### config.mk
export PLATFORM = sky130hd
export DESIGN_NAME = adaptive_clamp_pwm
export DESIGN_NICKNAME = d
export VERILOG_FILES = /design/src/rtl/acp_pkg.sv /design/src/rtl/acp_carrier.sv /design/src/rtl/acp_leg_select.sv /design/src/rtl/acp_leg.sv /design/src/rtl/adaptive_clamp_pwm.sv
export SDC_FILE = /design/constraint.sdc
export NUM_CORES = 1
export LEC_CHECK = 0
export BUFFER_PORTS_ARGS = -buffer_cell sky130_fd_sc_hd__buf_2
export CAP_MARGIN = 20
export CORE_MARGIN = 2
export CORE_UTILIZATION = 60
export CTS_CLUSTER_DIAMETER = 80
export DETAILED_ROUTE_END_ITERATION = 10
export GPL_TIMING_DRIVEN = 0
export PLACE_DENSITY = 0.77
export SLEW_MARGIN = 20
export SYNTH_ARGS = -nofsm -noshare
export SYNTH_HDL_FRONTEND = slang
export SYNTH_SLANG_ARGS = --single-unit
### constraint.sdc
create_clock -name clk -period 23.9 [get_ports clk]
set_clock_uncertainty 0.05 [all_clocks]
set_input_delay 4.78 -clock clk [delete_from_list [all_inputs] [get_ports clk]]
set_output_delay 4.78 -clock clk [all_outputs]
set_load 0.05 [all_outputs]
### src/rtl/acp_pkg.sv
package acp_pkg;

    typedef enum logic [1:0] {
        LEG_A = 2'd0,
        LEG_B = 2'd1,
        LEG_C = 2'd2
    } leg_e;

    typedef struct packed {
        leg_e leg;
        logic pos;
    } clamp_t;

    function automatic int iabs(input int x);
        return (x < 0) ? -x : x;
    endfunction

    // true when x sits between p and q (inclusive), in either order
    function automatic logic is_between(input int x, input int p, input int q);
        return ((x >= p) && (x <= q)) || ((x <= p) && (x >= q));
    endfunction

    function automatic int clip(input int x, input int lim);
        if (x > lim)  return lim;
        if (x < -lim) return -lim;
        return x;
    endfunction

endpackage

### src/rtl/acp_carrier.sv
module acp_carrier #(
    parameter int CMAX = 100,
    parameter int CW   = $clog2(CMAX + 1)
) (
    input  logic          clk,
    input  logic          rst,
    output logic [CW-1:0] carrier,
    output logic          load
);

    logic [CW-1:0] cnt_q;
    logic          up_q;

    always_ff @(posedge clk) begin
        if (rst) begin
            cnt_q <= '0;
            up_q  <= 1'b1;
        end else if (up_q) begin
            if (cnt_q == CW'(CMAX - 1)) up_q  <= 1'b0;
            else                        cnt_q <= cnt_q + 1'b1;
        end else begin
            if (cnt_q == '0) up_q  <= 1'b1;
            else             cnt_q <= cnt_q - 1'b1;
        end
    end

    assign carrier = cnt_q;
    assign load    = up_q && (cnt_q == '0);

    a_r6_carrier_range: assert property (@(posedge clk) disable iff (rst)
        cnt_q <= CW'(CMAX - 1));

    a_r6_carrier_step: assert property (@(posedge clk) disable iff (rst)
        !load |=> (cnt_q == $past(cnt_q)) || (cnt_q == $past(cnt_q) + 1'b1)
                  || (cnt_q == $past(cnt_q) - 1'b1));

    a_r8_single_valley: assert property (@(posedge clk) disable iff (rst)
        load |=> !load);

endmodule

### src/rtl/acp_leg_select.sv
module acp_leg_select
    import acp_pkg::*;
#(
    parameter int DW  = 16,
    parameter int VSH = 12
) (
    input  logic signed [DW-1:0] v_ref [3],
    input  logic signed [DW-1:0] i_ref [3],
    output clamp_t               choice,
    output logic [1:0]           mid_leg,
    output logic signed [DW+1:0] offset
);

    localparam int VHALF = 1 << VSH;

    int   vi [3];
    int   mag0, mag1, vsel, off_i;
    logic [1:0] cand0, cand1, pick;

    always_comb begin
        for (int k = 0; k < 3; k++) vi[k] = int'(v_ref[k]);

        // descending scan so the lowest qualifying index is kept
        mid_leg = 2'd0;
        for (int k = 2; k >= 0; k--) begin
            if (is_between(vi[k], vi[(k + 1) % 3], vi[(k + 2) % 3]))
                mid_leg = 2'(k);
        end

        unique case (mid_leg)
            2'd0:    begin cand0 = 2'd1; cand1 = 2'd2; end
            2'd1:    begin cand0 = 2'd0; cand1 = 2'd2; end
            default: begin cand0 = 2'd0; cand1 = 2'd1; end
        endcase

        mag0 = iabs(int'(i_ref[cand0]));
        mag1 = iabs(int'(i_ref[cand1]));
        pick = (mag1 > mag0) ? cand1 : cand0;

        vsel       = int'(v_ref[pick]);
        choice.leg = leg_e'(pick);
        choice.pos = (vsel > 0);
        off_i      = (choice.pos ? VHALF : -VHALF) - vsel;
        offset     = (DW+2)'(off_i);
    end

endmodule

### src/rtl/acp_leg.sv
module acp_leg
    import acp_pkg::*;
#(
    parameter int DW   = 16,
    parameter int VSH  = 12,
    parameter int CMAX = 100,
    parameter int CW   = $clog2(CMAX + 1)
) (
    input  logic                 clk,
    input  logic                 rst,
    input  logic                 load,
    input  logic signed [DW-1:0] v_ref,
    input  logic signed [DW+1:0] offset,
    input  logic [CW-1:0]        carrier,
    output logic                 gate_hi
);

    localparam int VHALF = 1 << VSH;

    int            shifted, sat, prod;
    logic [CW-1:0] duty_n, duty_q;

    always_comb begin
        shifted = int'(v_ref) + int'(offset);
        sat     = clip(shifted, VHALF);
        prod    = (sat + VHALF) * CMAX;
        duty_n  = CW'(prod >> (VSH + 1));
    end

    always_ff @(posedge clk) begin
        if (rst)       duty_q <= '0;
        else if (load) duty_q <= duty_n;
    end

    assign gate_hi = (duty_q > carrier);

    a_r5_duty_range: assert property (@(posedge clk) disable iff (rst)
        duty_q <= CW'(CMAX));

    a_r8_duty_hold: assert property (@(posedge clk) disable iff (rst)
        !load |=> $stable(duty_q));

endmodule

### src/rtl/adaptive_clamp_pwm.sv
module adaptive_clamp_pwm
    import acp_pkg::*;
#(
    parameter int DW   = 16,
    parameter int VSH  = 12,
    parameter int CMAX = 100,
    parameter int CW   = $clog2(CMAX + 1)
) (
    input  logic                 clk,
    input  logic                 rst,
    input  logic signed [DW-1:0] v_ref_a,
    input  logic signed [DW-1:0] v_ref_b,
    input  logic signed [DW-1:0] v_ref_c,
    input  logic signed [DW-1:0] i_ref_a,
    input  logic signed [DW-1:0] i_ref_b,
    input  logic signed [DW-1:0] i_ref_c,
    output logic [2:0]           gate_hi,
    output logic [2:0]           gate_lo,
    output logic [1:0]           clamp_leg,
    output logic                 clamp_pos
);

    logic signed [DW-1:0] v_arr [3];
    logic signed [DW-1:0] i_arr [3];
    logic [CW-1:0]        carrier;
    logic                 load;
    clamp_t               choice, clamp_q;
    logic [1:0]           mid_leg;
    logic signed [DW+1:0] offset;

    assign v_arr[0] = v_ref_a;
    assign v_arr[1] = v_ref_b;
    assign v_arr[2] = v_ref_c;
    assign i_arr[0] = i_ref_a;
    assign i_arr[1] = i_ref_b;
    assign i_arr[2] = i_ref_c;

    acp_carrier #(.CMAX(CMAX), .CW(CW)) u_carrier (
        .clk     (clk),
        .rst     (rst),
        .carrier (carrier),
        .load    (load)
    );

    acp_leg_select #(.DW(DW), .VSH(VSH)) u_select (
        .v_ref   (v_arr),
        .i_ref   (i_arr),
        .choice  (choice),
        .mid_leg (mid_leg),
        .offset  (offset)
    );

    for (genvar g = 0; g < 3; g++) begin : g_leg
        acp_leg #(.DW(DW), .VSH(VSH), .CMAX(CMAX), .CW(CW)) u_leg (
            .clk     (clk),
            .rst     (rst),
            .load    (load),
            .v_ref   (v_arr[g]),
            .offset  (offset),
            .carrier (carrier),
            .gate_hi (gate_hi[g])
        );
    end

    always_ff @(posedge clk) begin
        if (rst)       clamp_q <= '{leg: LEG_A, pos: 1'b0};
        else if (load) clamp_q <= choice;
    end

    assign gate_lo   = ~gate_hi;
    assign clamp_leg = clamp_q.leg;
    assign clamp_pos = clamp_q.pos;

    // magnitudes of the chosen leg and the leg that was neither mid nor chosen
    logic [1:0] other_leg;
    int         mag_sel, mag_oth;
    always_comb begin
        other_leg = 2'd3 - mid_leg - choice.leg;
        mag_sel   = iabs(int'(i_arr[choice.leg]));
        mag_oth   = iabs(int'(i_arr[other_leg]));
    end

    a_r1_mid_not_clamped: assert property (@(posedge clk) disable iff (rst)
        load |-> (2'(choice.leg) != mid_leg));

    a_r2_larger_current: assert property (@(posedge clk) disable iff (rst)
        load |-> (mag_sel >= mag_oth));

    a_r3_latched_choice: assert property (@(posedge clk) disable iff (rst)
        load |=> (clamp_leg == 2'($past(choice.leg))) && (clamp_pos == $past(choice.pos)));

    a_r7_clamped_static: assert property (@(posedge clk) disable iff (rst)
        gate_hi[clamp_leg] == clamp_pos);

endmodule

# == After elaboration in Yosys (flattened, before gate mapping) ==
# Index checks and enable logic that the tools add are counted.
# W data, S select, Z words.
# op_classes
add_sub_neg,11
mul,3
n_div,0
magnitude_cmp,28
eq_ne,4
shift,0
mux,45
n_bitwise,4
reduce_logical,14
# op_table
op,count
$mux W32,11
$add A32 B14 Y32 const B,3
$bmux W16 S2,3
$ge A16 B16 Y1,6
$gt A32 B14 Y1 const B,3
$le A16 B16 Y1,6
$lt A32 B13 Y1 const B,3
$mul A32 B6 Y18 const B,3
$mux W16,6
$neg A16 Y32,2
$add A16 B18 Y19,3
$mux W13,3
$gt A32 B32 Y1,1
$lt A16 B1 Y1 const B,2
$gt A7 B7 Y1,3
$mux W7,3
$mux W18,1
$sub A18 B16 Y18,1
$gt A16 B1 Y1 const B,1
$mux W1,13
$mux W2,5
$ge A3 B3 Y1 const B,3
$add A7 B1 Y7 const B,1
$eq A7 B7 Y1 const B,1
13 further kinds,22
# word_totals
register_bits,32
latchBits,0
ramBits,0
mem_bits_ro,0
elab_cells,116
n_memories,0

# == Depth between registers and ports, before layout ==
# depth
ltp_word,32
depth_mapped,72
depth_no_buf,67

# == By module ==
# Synthesis repeated with hierarchy kept, for this count alone.
# hier_totals
cells_unflattened,1660
hier_area_um2,13123.8
# by_module_without_submodules
mod,instances,cells_per_inst,area_per_inst_um2,seq_area_each_um2
acp_leg at g_leg[0].u_leg ...,2,360,2864.0,140.1
acp_leg_select,1,504,3844.9,0.0
acp_leg at g_leg[1].u_leg,1,366,2896.5,140.1
acp_carrier,1,58,541.8,160.2
adaptive_clamp_pwm,1,12,112.6,60.1

# == Worst setup path before layout ==
# OpenSTA, ideal clock, no wires.
# synth_timing
path_type,input -> register
from,in v_ref_b[1]
to,reg g_leg[0].u_leg.duty_q[6]
setup_ns,0.062
arrival_ns,18.335
t_required_ns,23.788
path_slack_ns,5.453
stages,68
cell_sequence,inv_1 > ha_1 > nor2b_1 > o211ai_1 > a21oi_1 > o41ai_1 > mux2_1 > and3_1 > o21ai_1 > clkbuf_1 > buf_2 > buf_1 > mux2i_1 > ha_1 > o21ai_0 > a21oi_1 > nor2_1 > xnor2_1 > (+32 left out) > and2_1 > ha_1 > inv_1 > fa_1 > inv_1 > ha_1 > ha_1 > a21o_1 > a21oi_1 > nor2b_1 > o21ai_0 > nand2b_1 > a21oi_1 > a21bo_1 > a41o_1 > o21a_1 > or4_1 > nand3_1
# synth_between
elab_chain_cells,32
word_cells_on_any_way,60
cone_classes,add/sub (5); mul (1); order compare (14); eq/ne (1); mux (25); bitwise (3); reduce/logical (11)
# synth_lines
element,line,rtl
"start, declared",adaptive_clamp_pwm.sv:12,"input logic signed [DW-1:0] v_ref_b,"
$le A16 B16 Y1 / $ge A16 B16 Y1 (equally long branches),acp_pkg.sv:20,return ((x >= p) && (x <= q)) || ((x <= p) && (x >= q));
$logic_and A1 B1 Y1,acp_pkg.sv:20,
$logic_or A1 B1 Y1,acp_pkg.sv:20,
$mux W2 (3 in a row),acp_leg_select.sv:26,"if (is_between(vi[k], vi[(k + 1) % 3], vi[(k + 2) % 3]))"
$eq A2 B1 Y1 / $logic_not A2 Y1 (equally long branches),acp_leg_select.sv:30,unique case (mid_leg)
$reduce_or A2 Y1 (no source line),--,
$mux W2,acp_leg_select.sv:30,
$not A2 Y3 (not written as such),acp_leg_select.sv:37,mag1 = iabs(int'(i_ref[cand1]));
(+14 left out),--,
$add A16 B18 Y19 (*),acp_leg.sv:24,shifted = int'(v_ref) + int'(offset);
$lt A32 B13 Y1 / $gt A32 B14 Y1 (equally long branches),"acp_pkg.sv:25, acp_pkg.sv:24",
$mux W1 / $mux W13 (equally long branches),"acp_pkg.sv:25, acp_pkg.sv:24",
$mux W1 / $mux W32 (equally long branches),acp_pkg.sv:25,if (x < -lim) return -lim;
$mux W32,acp_pkg.sv:26,return x;
$mux W32 (*),acp_pkg.sv:25,
$add A32 B14 Y32 (*),acp_leg.sv:26,prod = (sat + VHALF) * CMAX;
$mul A32 B6 Y18 (*),acp_leg.sv:26,
"end signal, assigned",acp_leg.sv:32,else if (load) duty_q <= duty_n;
"end, declared",acp_leg.sv:21,"logic [CW-1:0] duty_n, duty_q;"
# Mark *: on every way between the ends. The rest lies on a longest branch, timed or not. The select of a mux whose other input is x is not followed.
# A chain may end at the register's enable or synchronous reset.

# == Worst setup path in the final report ==
# layout_timing
from,in v_ref_a[15]
to,reg g_leg[0].u_leg.duty_q[6]
# layout_between
elab_chain_cells,32
word_cells_on_any_way,60
cone_classes,add/sub (5); mul (1); order compare (14); eq/ne (1); mux (25); bitwise (3); reduce/logical (11)
# layout_lines
element,line,rtl
"start, declared",adaptive_clamp_pwm.sv:11,"input logic signed [DW-1:0] v_ref_a,"
$ge A16 B16 Y1 / $le A16 B16 Y1 (equally long branches),acp_pkg.sv:20,
$logic_and A1 B1 Y1,acp_pkg.sv:20,
$logic_or A1 B1 Y1,acp_pkg.sv:20,
$mux W2 (3 in a row),acp_leg_select.sv:26,
$eq A2 B1 Y1 / $logic_not A2 Y1 (equally long branches),acp_leg_select.sv:30,
$reduce_or A2 Y1 (no source line),--,
$mux W2,acp_leg_select.sv:30,
$not A2 Y3 (not written as such),acp_leg_select.sv:37,
(+14 left out),--,
$add A16 B18 Y19 (*),acp_leg.sv:24,
$lt A32 B13 Y1 / $gt A32 B14 Y1 (equally long branches),"acp_pkg.sv:25, acp_pkg.sv:24",
$mux W1 / $mux W13 (equally long branches),"acp_pkg.sv:25, acp_pkg.sv:24",
$mux W1 / $mux W32 (equally long branches),acp_pkg.sv:25,
$mux W32,acp_pkg.sv:26,
$mux W32 (*),acp_pkg.sv:25,
$add A32 B14 Y32 (*),acp_leg.sv:26,
$mul A32 B6 Y18 (*),acp_leg.sv:26,
# Marked as above.

==> results list <==
* Number of buffers inserted by post-CTS setup repair: 0
* Share of layout cells above drive strength 1: 0.08544
- Actual transition at the worst max-transition pin: between 800 and 900 ps
- Summing all multi-input logic gate instances after layout gives ~0.011 sq mm.
- STA classifies the critical path endpoint as a flip-flop.
- Adding up every negative setup slack in the final design gives 0 ps.
- GRT Overall Usage: 0.3056
* Std-Cell Core Area: roughly 0.020 sq mm
* Tcrit/Tclk final: 0.8723
- In the final layout, flip-flops and latches occupy 640.6 sq um.
- Setup violations remaining at the end of the flow were counted as 0.
* Most common cell on crit path: sky130_fd_sc_hd__ha_1
- Setup slack on the critical path of the routed design comes to 3052 ps.
* Number of vias after detailed routing: approximately 12k
* Cell count after synthesis: ~1.6k
- For this run, the register share of the synthesized area comes to 0.05094.
- The most used flip-flop cell after synthesis is sky130_fd_sc_hd__dfxtp_1.
- Across all register-to-register paths, the minimum setup slack is around 21000 ps.
- Timing would allow up to roughly 48 MHz.
- The path class of the tightest hold or removal check is flip-flop to flip-flop.
- Summed over all cells, the static leakage comes to roughly 7 nW.
- Number of hold buffers added after CTS: 0
* Clock Root Buffer: sky130_fd_sc_hd__clkbuf_16
- Critical path launch point type: input pin
* Maximum number of buffers from clock root to sink: 2
- GRT overflow: 0
- Mapped Area: 0.01258 sq mm
- Final core utilization: 0.6722
- The number of global-route vias before repair came to between 10k and 15k.
* Synth unique cells: 90
- Final number of max-transition violations: 0
- Mean routed wirelength per cell: 16.57 um
- Number of enable flip-flop cells after synthesis: 0
* Synth area leader: sky130_fd_sc_hd__ha_1
* H-tree levels: 2
* Total power per unit cell area: between 90 and 100 mW/mm^2
* Area enclosed by the die boundary: approximately 0.022 sq mm
* Number of buffers created by CTS: 5
* Wire length of the first global-routing pass: 55720 um
- Post-place setup slack: ~3000 ps
- Total iterations of the first detailed-routing run: 5
- RePlAce Congestion: 0.9755
- For this run, the slowest stage of the critical path takes roughly 570 ps.
- The count of nets left with antenna violations once routing finished came out at 0.
* Arrival time reported for the critical path endpoint: between 20000 and 25000 ps
* Vias per std cell: ~6.1
* Die width: around 150 um
- CP max-delay cell: sky130_fd_sc_hd__nor4_1
- Worst-skew pair later-pin latency: about 290 ps
- Measured against its own limit, the worst slew margin works out to 0.4313.
- Worst Path Class, Setup: input pin to flip-flop
* Clock-pin slew on the worst setup and hold paths: approximately 60 ps
* Sum of net half-perimeters after detailed placement: a little under 30000 um
- In the synthesized netlist the async set-or-reset flop fraction comes to 0.
* Share of the synthesized area in the top cell type: 0.2786
- Across the run, the number of max-cap violations was 0.
- Height of the die: approximately 150 um
* Pin count of the biggest net entering global routing: 11
* Most common cell in the netlist: sky130_fd_sc_hd__ha_1
* Average cell area after synthesis: 7.696 sq um
* Placed cell count: 2041
- The flow ran to the end, and the final reports show no timing, DRC or antenna violations.
- The initial antenna violation count was 3.
- Total of flip-flops plus latches after synthesis: 32
- Post-layout minimum cycle time: about 21000 ps
- STA puts the critical path data required time at 24080 ps.
- The initial utilization of the core area, before any placement, comes to 0.6156.
- Most area-consuming cells after synthesis: sky130_fd_sc_hd__ha_1, sky130_fd_sc_hd__inv_1, sky130_fd_sc_hd__fa_1, sky130_fd_sc_hd__dfxtp_1, sky130_fd_sc_hd__a21oi_1
- CP Max Fanout: 10
- Drc violations: 0
- Area Growth Syn to Fin: 9.193%
- In this run, the number of DRC markers left after iteration 0 of detailed routing was between 800 and 900.
- TritonCTS built the clock tree.
* Net count reported at finish: between 2k and 2.5k
* Warnings, synthesis: 0
* Detailed-route wire length: 34000 um
- I/O pin count: ~110
* Cells resized by post-CTS repair: 0
- Number of sinks on the clock net: 32
- RSZ-0062 raised after global routing: no
- Most frequent cells after synthesis: sky130_fd_sc_hd__ha_1, sky130_fd_sc_hd__inv_1, sky130_fd_sc_hd__a21oi_1
- Fill cell instance count of the final layout: about 1.8k
- Max IR drop VDD: roughly 0.000040 V
- The hold violation count in the final report is 0.
* Core Rows: 52
- Hold is met by just over 400 ps.
* Non-filler cells, final: about 2.1k
- Buffers added on ports: around 110
-- power breakdown --
part | internal (mW) | switching (mW) | total (mW)
Clock | 0.0490 | 0.0238 | 0.0728
Combinational | 0.465 | 0.680 | 1.14
Sequential | 0.0652 | 0.00710 | 0.0723
Total | 0.579 | 0.711 | 1.29
-- cell usage in the layout, fill, tap and decap left out, types with 35 or more instances in the layout --
cell,synthesis,layout
sky130_fd_sc_hd__ha_1,280,280
sky130_fd_sc_hd__inv_1,204,204
sky130_fd_sc_hd__a21oi_1,124,124
sky130_fd_sc_hd__buf_2,5,111
sky130_fd_sc_hd__nand2_1,105,105
sky130_fd_sc_hd__nor2_1,94,94
sky130_fd_sc_hd__xnor2_1,66,66
sky130_fd_sc_hd__o21ai_0,51,51
sky130_fd_sc_hd__nand3_1,45,45
sky130_fd_sc_hd__a21o_1,44,44
sky130_fd_sc_hd__xor2_1,43,43
sky130_fd_sc_hd__mux2i_1,38,38
sky130_fd_sc_hd__fa_1,38,38
sky130_fd_sc_hd__nor3_1,35,35
-- kinds of logic (layout without fill, tap and decap cells) --
family,Yosys count,after routing,synth area share
and+or+nand+nor,478,478,0.2005
muxes,41,41,0.03293
buffers and inverters,243,357,0.07701
AOI/OAI and AO/OA,410,410,0.2218
xor gates and xnor gates,110,110,0.07721
other,2,36,0.0005972
DFF,32,32,0.05094
adders and majority gates,318,318,0.3391
-- through the flow --
stage | instance area (sq um) | power, mW
after floorplan | 12690 | 0.9583
after global placement | 13560 | 1.167
after detailed placement | 13560 | 1.196
after CTS | 13720 | 1.278
after global routing | 13730 | 1.433
final | 13730 | 1.290
-- final cells by class --
| cell class | instances | share of cell area |
|---|---|---|
| Multi-Input combinational cell | 1390 | 0.8071 |
| Inverter | 205 | 0.05604 |
| Sequential cell | 32 | 0.04665 |
| Timing Repair Buffer | 106 | 0.03863 |
| Tap cell | 270 | 0.02460 |
| Buffer | 38 | 0.01449 |
| Clock buffer | 6 | 0.009385 |
| Clock inverter | 2 | 0.002551 |
| Antenna cell | 3 | 0.0005467 |
-- worst max-delay path, delay by kind of cell --
family | cells | cell delay, ps
AOI/OAI and AO/OA | 24 | 5680
and+or+nand+nor | 18 | 3540
buffers and inverters | 11 | 2540
adders and majority gates | 10 | 3100
xor gates and xnor gates | 2 | 710
muxes | 3 | 640
-- final timing paths --
check,startpoint,endpoint,cells after the start
max,v_ref_a[15],g_leg[0].u_leg.duty_q[6],68
min,g_leg[1].u_leg.duty_q[0],g_leg[1].u_leg.duty_q[0],2
max reg2reg,u_carrier.carrier[0],g_leg[2].u_leg.duty_q[2],8
min reg2reg,g_leg[1].u_leg.duty_q[0],g_leg[1].u_leg.duty_q[0],2
-- sequential cells by signal, summed over array words and instances (netlist names) --
signal and flops:
clamp_leg 2, clamp_pos 1, u_carrier.carrier 7, g_leg.u_leg.duty_q 21
u_carrier.up_q 1
-- layer usage --
layer / part of all wire / track usage
met1: 0.45 / 0.4052
met2: 0.46 / 0.5350
met3: 0.060 / 0.02446
met4: 0.026 / 0.08381
met5: 0 / 0
No activity file was read; power rests on OpenSTA's default activity.
